[config.mk]
export PLATFORM = sky130hd
export DESIGN_NAME = core_rst_seq
export DESIGN_NICKNAME = d
export VERILOG_FILES = /design/src/rtl/crs_pkg.sv /design/src/rtl/crs_fir_bank.sv /design/src/rtl/crs_timer.sv /design/src/rtl/crs_seq_fsm.sv /design/src/rtl/core_rst_seq.sv
export SDC_FILE = /design/constraint.sdc
export NUM_CORES = 1
export LEC_CHECK = 0
export CORE_MARGIN = 2
export CORE_UTILIZATION = 44
export DETAILED_ROUTE_END_ITERATION = 10
export PLACE_DENSITY = 0.89
export SETUP_SLACK_MARGIN = 0.02
export SYNTH_ARGS = -nofsm -noshare
export SYNTH_HDL_FRONTEND = slang
export SYNTH_SLANG_ARGS = --single-unit
export TNS_END_PERCENT = 50
[constraint.sdc]
create_clock -name clk -period 2.15 [get_ports clk]
set_input_delay 0.43 -clock clk [delete_from_list [all_inputs] [get_ports clk]]
set_output_delay 0.43 -clock clk [all_outputs]
set_load 0.02 [all_outputs]
[src/rtl/crs_pkg.sv]
// Package: shared opcode and sequencer state types for the core reset sequencer.
// Assumes: opcodes are 3 bits wide; the encoding is part of the block's interface.
package crs_pkg;

    typedef enum logic [2:0] {
        OP_NOP       = 3'd0,
        OP_RST_SET   = 3'd1,
        OP_RST_CLR   = 3'd2,
        OP_HALT_SET  = 3'd3,
        OP_HALT_CLR  = 3'd4,
        OP_SAFE      = 3'd5,
        OP_START     = 3'd6,
        OP_RSVD      = 3'd7
    } op_e;

    typedef enum logic [3:0] {
        ST_IDLE,
        ST_MASK,
        ST_HALT,
        ST_WAIT,
        ST_FCLR_A,
        ST_CHECK,
        ST_RESET,
        ST_UNHALT,
        ST_FCLR_B,
        ST_RESTORE,
        ST_GO_UNHALT,
        ST_GO_UNRESET,
        ST_FIN
    } st_e;

endpackage

[src/rtl/crs_fir_bank.sv]
// Module: fault-isolation register, its mask and the saved copy of the mask.
// Assumes: set requests win over the sequencer's clear of the acknowledge bit;
// mask loads from outside are honoured only when the sequencer reports idle.
module crs_fir_bank #(
    parameter int FIR_W    = 32,
    parameter int HACK_BIT = 31
) (
    input  logic             clk,
    input  logic             rst_n,
    input  logic [FIR_W-1:0] set_i,
    input  logic             clr_hack_i,
    input  logic             mask_save_i,
    input  logic             mask_restore_i,
    input  logic             wr_ok_i,
    input  logic             mask_wr_i,
    input  logic [FIR_W-1:0] mask_data_i,
    output logic [FIR_W-1:0] fir_o,
    output logic [FIR_W-1:0] mask_o
);

    logic [FIR_W-1:0] fir_q;
    logic [FIR_W-1:0] mask_q;
    logic [FIR_W-1:0] saved_q;

    // Per-bit FIR cells; only the acknowledge bit can be cleared by the sequencer.
    for (genvar b = 0; b < FIR_W; b++) begin : g_fir
        localparam bit CLEARABLE = (b == HACK_BIT);
        always_ff @(posedge clk) begin
            if (!rst_n)
                fir_q[b] <= 1'b0;
            else
                fir_q[b] <= (fir_q[b] & ~(CLEARABLE & clr_hack_i)) | set_i[b];
        end
    end

    // Mask register: save-and-mask, restore, or external load when idle.
    always_ff @(posedge clk) begin
        if (!rst_n) begin
            mask_q  <= '0;
            saved_q <= '0;
        end else if (mask_save_i) begin
            saved_q           <= mask_q;
            mask_q[HACK_BIT]  <= 1'b1;
        end else if (mask_restore_i) begin
            mask_q <= saved_q;
        end else if (wr_ok_i && mask_wr_i) begin
            mask_q <= mask_data_i;
        end
    end

    assign fir_o  = fir_q;
    assign mask_o = mask_q;

    a_r4_set_wins: assert property (@(posedge clk) disable iff (!rst_n)
        set_i[HACK_BIT] |=> fir_q[HACK_BIT]);

    a_r7_busy_wr_ignored: assert property (@(posedge clk) disable iff (!rst_n)
        (!wr_ok_i && !mask_save_i && !mask_restore_i) |=> $stable(mask_q));

endmodule

[src/rtl/crs_timer.sv]
// Module: halt wait timer; counts while run is high and flags the last cycle.
// Assumes: TIMEOUT_CYC >= 2; run stays high until expire has been seen.
module crs_timer #(
    parameter int TIMEOUT_CYC = 125000
) (
    input  logic clk,
    input  logic rst_n,
    input  logic run_i,
    output logic expire_o
);

    localparam int CNT_W = (TIMEOUT_CYC > 1) ? $clog2(TIMEOUT_CYC) : 1;
    localparam logic [CNT_W-1:0] LAST = CNT_W'(TIMEOUT_CYC - 1);

    logic [CNT_W-1:0] cnt_q;

    // Counter: advances while running, returns to zero otherwise.
    always_ff @(posedge clk) begin
        if (!rst_n || !run_i)
            cnt_q <= '0;
        else
            cnt_q <= cnt_q + CNT_W'(1);
    end

    assign expire_o = run_i && (cnt_q == LAST);

    a_r3_count_cleared: assert property (@(posedge clk) disable iff (!rst_n)
        !run_i |=> (cnt_q == '0));

endmodule

[src/rtl/crs_seq_fsm.sv]
// Module: command sequencer; owns the control register and the status flags.
// Assumes: one register write per state; the FIR and mask live in crs_fir_bank.
module crs_seq_fsm
    import crs_pkg::*;
#(
    parameter int CTRL_W   = 32,
    parameter int RST_BIT  = 0,
    parameter int HALT_BIT = 10
) (
    input  logic              clk,
    input  logic              rst_n,
    input  logic              cmd_valid_i,
    input  logic [2:0]        cmd_op_i,
    output logic              cmd_ready_o,
    input  logic              jtag_halt_i,
    input  logic              hack_i,
    input  logic              tmr_expire_i,
    output logic              tmr_run_o,
    output logic              fir_clr_o,
    output logic              mask_save_o,
    output logic              mask_restore_o,
    output logic              idle_o,
    output logic [CTRL_W-1:0] ctrl_o,
    output logic              done_o,
    output logic              err_o,
    output logic              warn_o
);

    st_e               state_q;
    logic [CTRL_W-1:0] ctrl_q;
    logic              err_q;
    logic              warn_q;
    logic              accept;

    assign accept = cmd_valid_i && (state_q == ST_IDLE);

    // State, control register and flags advance one write per cycle.
    always_ff @(posedge clk) begin
        if (!rst_n) begin
            state_q <= ST_IDLE;
            ctrl_q  <= '0;
            err_q   <= 1'b0;
            warn_q  <= 1'b0;
        end else begin
            case (state_q)
                ST_IDLE: if (cmd_valid_i) begin
                    err_q  <= 1'b0;
                    warn_q <= 1'b0;
                    state_q <= ST_FIN;
                    case (cmd_op_i)
                        OP_RST_SET:  ctrl_q[RST_BIT]  <= 1'b1;
                        OP_RST_CLR:  ctrl_q[RST_BIT]  <= 1'b0;
                        OP_HALT_SET: ctrl_q[HALT_BIT] <= 1'b1;
                        OP_HALT_CLR: ctrl_q[HALT_BIT] <= 1'b0;
                        OP_SAFE:     state_q <= ST_MASK;
                        OP_START: begin
                            if (jtag_halt_i) err_q <= 1'b1;
                            else             state_q <= ST_GO_UNHALT;
                        end
                        default: ;
                    endcase
                end
                ST_MASK:    state_q <= ST_HALT;
                ST_HALT: begin
                    ctrl_q[HALT_BIT] <= 1'b1;
                    state_q <= ST_WAIT;
                end
                ST_WAIT:    if (tmr_expire_i) state_q <= ST_FCLR_A;
                ST_FCLR_A:  state_q <= ST_CHECK;
                ST_CHECK: begin
                    if (!hack_i) warn_q <= 1'b1;
                    state_q <= ST_RESET;
                end
                ST_RESET: begin
                    ctrl_q[RST_BIT] <= 1'b1;
                    state_q <= ST_UNHALT;
                end
                ST_UNHALT: begin
                    ctrl_q[HALT_BIT] <= 1'b0;
                    state_q <= ST_FCLR_B;
                end
                ST_FCLR_B:  state_q <= ST_RESTORE;
                ST_RESTORE: state_q <= ST_FIN;
                ST_GO_UNHALT: begin
                    ctrl_q[HALT_BIT] <= 1'b0;
                    state_q <= ST_GO_UNRESET;
                end
                ST_GO_UNRESET: begin
                    ctrl_q[RST_BIT] <= 1'b0;
                    state_q <= ST_FIN;
                end
                default:    state_q <= ST_IDLE;
            endcase
        end
    end

    // Strobes decoded from the current state for the FIR bank and timer.
    always_comb begin
        cmd_ready_o    = (state_q == ST_IDLE);
        idle_o         = (state_q == ST_IDLE);
        done_o         = (state_q == ST_FIN);
        tmr_run_o      = (state_q == ST_WAIT);
        fir_clr_o      = (state_q == ST_FCLR_A) || (state_q == ST_FCLR_B);
        mask_save_o    = (state_q == ST_MASK);
        mask_restore_o = (state_q == ST_RESTORE);
    end

    assign ctrl_o = ctrl_q;
    assign err_o  = err_q;
    assign warn_o = warn_q;

    a_r2_reset_set: assert property (@(posedge clk) disable iff (!rst_n)
        (accept && cmd_op_i == OP_RST_SET) |=> ctrl_o[RST_BIT]);

    a_r6_jtag_block: assert property (@(posedge clk) disable iff (!rst_n)
        (accept && cmd_op_i == OP_START && jtag_halt_i) |=> ($stable(ctrl_o) && err_o));

    a_r8_done_pulse: assert property (@(posedge clk) disable iff (!rst_n)
        done_o |=> !done_o);

    a_r9_ready_after_done: assert property (@(posedge clk) disable iff (!rst_n)
        done_o |=> cmd_ready_o);

endmodule

[src/rtl/core_rst_seq.sv]
// Module: top of the core reset sequencer; wires sequencer, timer and FIR bank.
// Assumes: TIMEOUT_CYC is the halt wait in cycles (1 ms at 125 MHz by default).
module core_rst_seq #(
    parameter int CTRL_W      = 32,
    parameter int FIR_W       = 32,
    parameter int JTAG_W      = 32,
    parameter int RST_BIT     = 0,
    parameter int HALT_BIT    = 10,
    parameter int HACK_BIT    = 31,
    parameter int JHALT_BIT   = 6,
    parameter int TIMEOUT_CYC = 125000
) (
    input  logic              clk,
    input  logic              rst_n,
    input  logic              cmd_valid_i,
    input  logic [2:0]        cmd_op_i,
    output logic              cmd_ready_o,
    input  logic [JTAG_W-1:0] jtag_cfg_i,
    input  logic [FIR_W-1:0]  fir_set_i,
    input  logic              mask_wr_i,
    input  logic [FIR_W-1:0]  mask_data_i,
    output logic [CTRL_W-1:0] ctrl_o,
    output logic [FIR_W-1:0]  fir_o,
    output logic [FIR_W-1:0]  fir_mask_o,
    output logic              done_o,
    output logic              err_o,
    output logic              halt_warn_o
);

    logic tmr_run, tmr_expire, fir_clr, mask_save, mask_restore, idle;
    logic unused_jtag;

    assign unused_jtag = ^jtag_cfg_i;

    crs_seq_fsm #(
        .CTRL_W   (CTRL_W),
        .RST_BIT  (RST_BIT),
        .HALT_BIT (HALT_BIT)
    ) u_fsm (
        .clk            (clk),
        .rst_n          (rst_n),
        .cmd_valid_i    (cmd_valid_i),
        .cmd_op_i       (cmd_op_i),
        .cmd_ready_o    (cmd_ready_o),
        .jtag_halt_i    (jtag_cfg_i[JHALT_BIT]),
        .hack_i         (fir_o[HACK_BIT]),
        .tmr_expire_i   (tmr_expire),
        .tmr_run_o      (tmr_run),
        .fir_clr_o      (fir_clr),
        .mask_save_o    (mask_save),
        .mask_restore_o (mask_restore),
        .idle_o         (idle),
        .ctrl_o         (ctrl_o),
        .done_o         (done_o),
        .err_o          (err_o),
        .warn_o         (halt_warn_o)
    );

    crs_timer #(
        .TIMEOUT_CYC (TIMEOUT_CYC)
    ) u_tmr (
        .clk      (clk),
        .rst_n    (rst_n),
        .run_i    (tmr_run),
        .expire_o (tmr_expire)
    );

    crs_fir_bank #(
        .FIR_W    (FIR_W),
        .HACK_BIT (HACK_BIT)
    ) u_fir (
        .clk            (clk),
        .rst_n          (rst_n),
        .set_i          (fir_set_i),
        .clr_hack_i     (fir_clr),
        .mask_save_i    (mask_save),
        .mask_restore_i (mask_restore),
        .wr_ok_i        (idle),
        .mask_wr_i      (mask_wr_i),
        .mask_data_i    (mask_data_i),
        .fir_o          (fir_o),
        .mask_o         (fir_mask_o)
    );

endmodule

Yosys cells after proc, flatten, opt, wreduce, memory -nomap -nowiden
Cells that the tools add are included.

storage, ports and cells
  output and inout port bits = 100
  register bits after elaboration = 121
  word-level logic and storage cells = 140
  input bits = 103

operators by class
  equal/unequal tests = 24
  mux-type cells = 19
  bitwise logic cells = 35
  reductions and logical operators = 20
  $add $sub $neg = 1

operators with widths
  operator                 count
  $mux W32                 2
  $pmux W4 S11             1
  $or A1 B1 Y1             32
  $eq A4 B4 Y1 const B     5
  $add A17 B1 Y17 const B  1
  $eq A17 B17 Y1 const B   1
  $eq A4 B3 Y1 const B     4
  $eq A3 B3 Y1 const B     3
  $reduce_and A3 Y1        3
  $reduce_bool A3 Y1       3
  $eq A4 B2 Y1 const B     2
  $mux W4                  2
  $pmux W4 S2              1
  $mux W1                  7
  $eq A3 B2 Y1 const B     2
  $ne A2 B2 Y1 const B     3
  $ne A3 B3 Y1 const B     2
  $pmux W1 S2              3
  $pmux W1 S3              2
  $reduce_and A2 Y1        3
  $eq A4 B1 Y1 const B     1
  $logic_not A4 Y1         1
  $reduce_bool A2 Y1       2
  $reduce_or A2 Y1         2
  7 further kinds          11

Depth between registers and ports, before layout
Gate-level depths: netlist of the first run.

  depth after elaboration = 5
  gate-level depth with buffers = 8

By module
A second synthesis of the first run with hierarchy kept.

second synthesis, totals
  cells, all modules = 557
  area total of the unflattened synthesis = 5550.3 sq um

modules (own cells, without submodules)
  module        cells each  area each (sq um)  times used  seq. area each (sq um)
  crs_fir_bank  355         3903.7             1           1921.8
  crs_timer     94          824.5              1           340.3
  crs_seq_fsm   108         822.0              1           160.2

Worst setup path before layout of the first run
OpenSTA, ideal clock, no wires.

  path type = register -> output
  from = reg u_fsm.state_q[2]
  to = out done_o
  arrival time = 1286 ps
  cell stages (with the launch flop) = 5
  buffers on the path = 2
  setup slack = 434 ps
  path through = dfxtp_1 > buf_4 > clkbuf_1 > nand2_1 > nor3_1

between the ends
  longest elaborated chain between the ends = 1

RTL lines
  item                      RTL line            source
  start: declaration        crs_seq_fsm.sv:29   st_e state_q;
  start signal: assignment  crs_seq_fsm.sv:40   state_q <= ST_IDLE;
  start signal: assignment  crs_seq_fsm.sv:49   state_q <= ST_FIN;
  start signal: assignment  crs_seq_fsm.sv:55   OP_SAFE: state_q <= ST_MASK;
  $eq A4 B4 Y1              crs_seq_fsm.sv:101  done_o = (state_q == ST_FIN);
  end: declaration          core_rst_seq.sv:25  output logic done_o,

No other way between the ends.

Worst setup path after layout of the first run
  from = reg u_fsm.state_q[1]
  to = out cmd_ready_o

between the ends
  longest elaborated chain between the ends = 1

RTL lines
  item              RTL line            source
  $logic_not A4 Y1  crs_seq_fsm.sv:99   cmd_ready_o = (state_q == ST_IDLE);
  end: declaration  core_rst_seq.sv:17  output logic cmd_ready_o,

No other way between the ends.

==> results of run 1 <==
-- registers in the layout (all words and copies together), names as in the netlist --
name	count
u_fsm.ctrl_o	2
u_fir.mask_o	32
u_fsm.warn_o	1
u_fsm.err_o	1
u_fir.fir_o	32
u_tmr.cnt_q	17
u_fsm.state_q	4
u_fir.saved_q	32
-- synthesized netlist by cell type, types with 3 or more instances --
| cell | count | area (um^2) |
|---|---|---|
| buf_6 | 7 | 78.8 |
| a21boi_1 | 15 | 113 |
| nor2_1 | 16 | 60.1 |
| clkbuf_1 | 19 | 71.3 |
| mux2i_1 | 37 | 370 |
| nand4_1 | 4 | 25.0 |
| nand3_1 | 11 | 55.1 |
| buf_4 | 35 | 263 |
| nor3b_1 | 3 | 22.5 |
| dfxtp_1 | 121 | 2420 |
| o21ai_0 | 7 | 35.0 |
| inv_1 | 4 | 15.0 |
| a21boi_0 | 17 | 128 |
| nor3_1 | 4 | 20.0 |
| a21oi_1 | 10 | 50.1 |
| o211a_1 | 31 | 310 |
| nor4_1 | 5 | 31.3 |
| o21a_1 | 32 | 240 |
| nand2b_1 | 7 | 43.8 |
| xor2_1 | 5 | 43.8 |
| xnor2_1 | 6 | 52.6 |
| nor2b_1 | 7 | 43.8 |
| buf_2 | 6 | 30.0 |
| nand2_1 | 108 | 405 |
-- timing repair --
item,4_1_cts,5_1_grt
endpoints found under the setup margin,2,0
resized for setup,2,0
endpoints found under the hold margin,0,0
-- power groups by stage --
stage	sequential (W)	clock, W	combinational [W]
2_1_floorplan	0.00338	0	0.00136
3_3_place_gp	0.00300	0	0.00271
3_5_place_dp	0.00304	0	0.00279
4_1_cts	0.00300	0.00290	0.00279
5_1_grt	0.00306	0.00303	0.00295
6_report	0.00300	0.00285	0.00277
-- kinds of logic (layout without fill, tap and decap cells) --
logic type / count (synthesis) / after routing
AND/OR/NAND/NOR: 183 / 183
buffers and inverters: 73 / 192
XOR/XNOR: 11 / 11
adder cells (fa/ha/maj): 1 / 1
AO/OA/AOI/OAI: 124 / 124
multiplexers: 37 / 37
other: 1 / 30
flip-flops: 121 / 121
-- metrics by stage --
step	util (%)	power, W	cells
floorplan	-	0.00474	580
global placement	57.5	0.00571	810
detailed placement	57.5	0.00583	810
CTS	62.8	0.00869	842
global route	62.8	0.00905	842
finish	62.8	0.00862	842
-- metal layers --
metal	vias up	global-route usage [%]	wire, um
li1	2113	-	-
met1	2072	21.5	5110
met2	130	34.9	6410
met3	12	5.78	661
met4	0	5.93	153
met5	-	0	0
-- layout make-up --
cell class              instances  area (um^2)  area share (%)
multi-input cells             386         2440            33.8
well taps                     143          179            2.49
clock buffers                  18          429            5.96
flip-flops and latches        121         2420            33.7
inverters                       4         15.0           0.209
repair buffers                156         1540            21.4
clock inverters                14          175            2.43
-- critical path, cell delays in order (launching register included) --
cell	delay, ns
dfxtp_1	0.40
nor4_4	0.32
dlygate4sd2_1	0.37
-- worst max-delay path by stage --
stage                            end  slack (ns)  cells past startpoint
floorplan                     done_o        0.43                      4
global placement    u_fsm.ctrl_o[10]        0.32                      5
detailed placement  u_fsm.ctrl_o[10]        0.22                      5
CTS                      cmd_ready_o        0.21                      2
global route             cmd_ready_o        0.16                      2
finish                   cmd_ready_o        0.23                      2
==> flow_metrics.tcl, run 1 <==
set metrics [dict create \
    synth-compound-area-share_pct 18.6 \
    path_max_fanout 8 \
    p_clk_share_pct 33.0 \
    nFillCells 870 \
    stdcell_area_um2 7200 \
    synth_mux_area_share_pct 7.11 \
    endpoint_kind "output port" \
    synth-xor-area-share_pct 1.85 \
    diodes 0 \
    cts.clk_slew.worst_paths_ns 0.05 \
    synth_cell_types 50 \
    grt_pass1_vias 4285 \
    antenna_found_initial 0 \
    r2r_end "u_fir.mask_o[7]" \
    grt_setup_unrepaired "false" \
    async_reset_ff_share_pct 0 \
    place_area_um2 6600 \
    netlist_area_um2 5210 \
    dr.pass1.iters 5 \
    grt_pass1_wl_um 20000 \
    crit_start "u_fsm.state_q[1]" \
    hold_end "u_fir.saved_q[24]" \
    required_ns 1.72 \
    num-nets-final 790 \
    place_congestion 0.835 \
    crit_type "flop to output port" \
    synth_adder_area_share_pct 0.240 \
    drv_cap 0 \
    setup_slack_ns 0.231 \
    ff2ff_path_depth 6 \
    r2r-start "u_fsm.state_q[0]" \
    die-area_um2 12700 \
    drtAntennaViolNets 0 \
    synth-simple-area-share_pct 16.7 \
    tightest_slew_ns 0.584 \
    power_leakage_nw 2.92 \
    drv_slew 0 \
    clock_latency_ns 0.40 \
    yosys_warnings 0 \
    drive_gt1_share_pct 7.30 \
    fin_crit_sh_pct 89.3 \
    hold_viol_final 0 \
    cts-root-buf "clkbuf_16" \
    ys_seq_area_share_pct 46.5 \
    max_slew_margin_pct 61.0 \
    cp.arrival_ns 1.49 \
    syn_to_final_growth_pct 38.2 \
    rrSetupSlack_ns 0.39 \
    post_drt_wl_per_cell_um 14.7 \
    syn_area_per_cell_um2 9.45 \
    cts-buffers-inserted 17 \
    switching_share_pct 33.0 \
    htree_levels 4 \
    hold_path_startpoint "u_fir.saved_q[24]" \
    die_h_um 113 \
    grt_max_degree 53 \
    whs_path_depth 2 \
    clk_path_buf_depth 2 \
    port_buffers 141 \
    power_density_nw_per_um2 1200 \
    num_vias 4327 \
    start_util_pct 45.4 \
    rows 39 \
    syn_inst 551 \
    fin_tns_setup_ns 0 \
    setup_violations 0 \
    seqPwrFrac_pct 34.8 \
    dp_slack_ns 0.222 \
    cts_tree "built" \
    ctsHoldBuffers 0 \
    ir_drop_v 0.000784 \
    coreArea_um2 11500 \
    cts_sinks 121 \
    whs_ns 0.453 \
    synth_top_family_by_area "compound AO/OA/AOI/OAI gates" \
    fmaxAchievable_mhz 521 \
    synth_edf_count 0 \
    status "finished clean" \
    io_pins 203 \
    ys_ff_latch 121 \
    skew_ns 0.00490 \
    post_cts_buffers 0 \
    worstSetupStartpointType "flop" \
    mostFrequentLayoutCell "clkdlybuf4s50_1" \
    die_w_um 113 \
    power_frac_comb_pct 32.1 \
    place_hpwl_um 8530 \
    drt-total-wl_um 12300 \
    final_cell_mix "clkdlybuf4s50_1 (138), dfxtp_1 (121), nand2_1 (108)" \
    period_minus_slack_ns 1.92 \
    post_drt_via_cell_ratio 5.14 \
    drc_errors 0 \
    p_int_w 0.00578 \
    grt_remaining_overflow 0 \
    power.switching_w 0.00284 \
    grt_use_total_pct 19.2 \
    min_path_type "flop to flop" \
    drt_iter0_markers 271 \
    ys.flop_type "dfxtp_1" \
]
No activity file was read; power rests on OpenSTA's default activity.
==> run 2, diff against run 1 <==
--- a/config.mk
+++ b/config.mk
@@ -7,6 +7,7 @@
 export LEC_CHECK = 0
 export CORE_MARGIN = 2
 export CORE_UTILIZATION = 44
+export CTS_CLUSTER_DIAMETER = 200
 export DETAILED_ROUTE_END_ITERATION = 10
 export PLACE_DENSITY = 0.89
 export SETUP_SLACK_MARGIN = 0.02
==> results of run 2 <==
No change in the layout: final DEF, timing and power equal those of run 1.
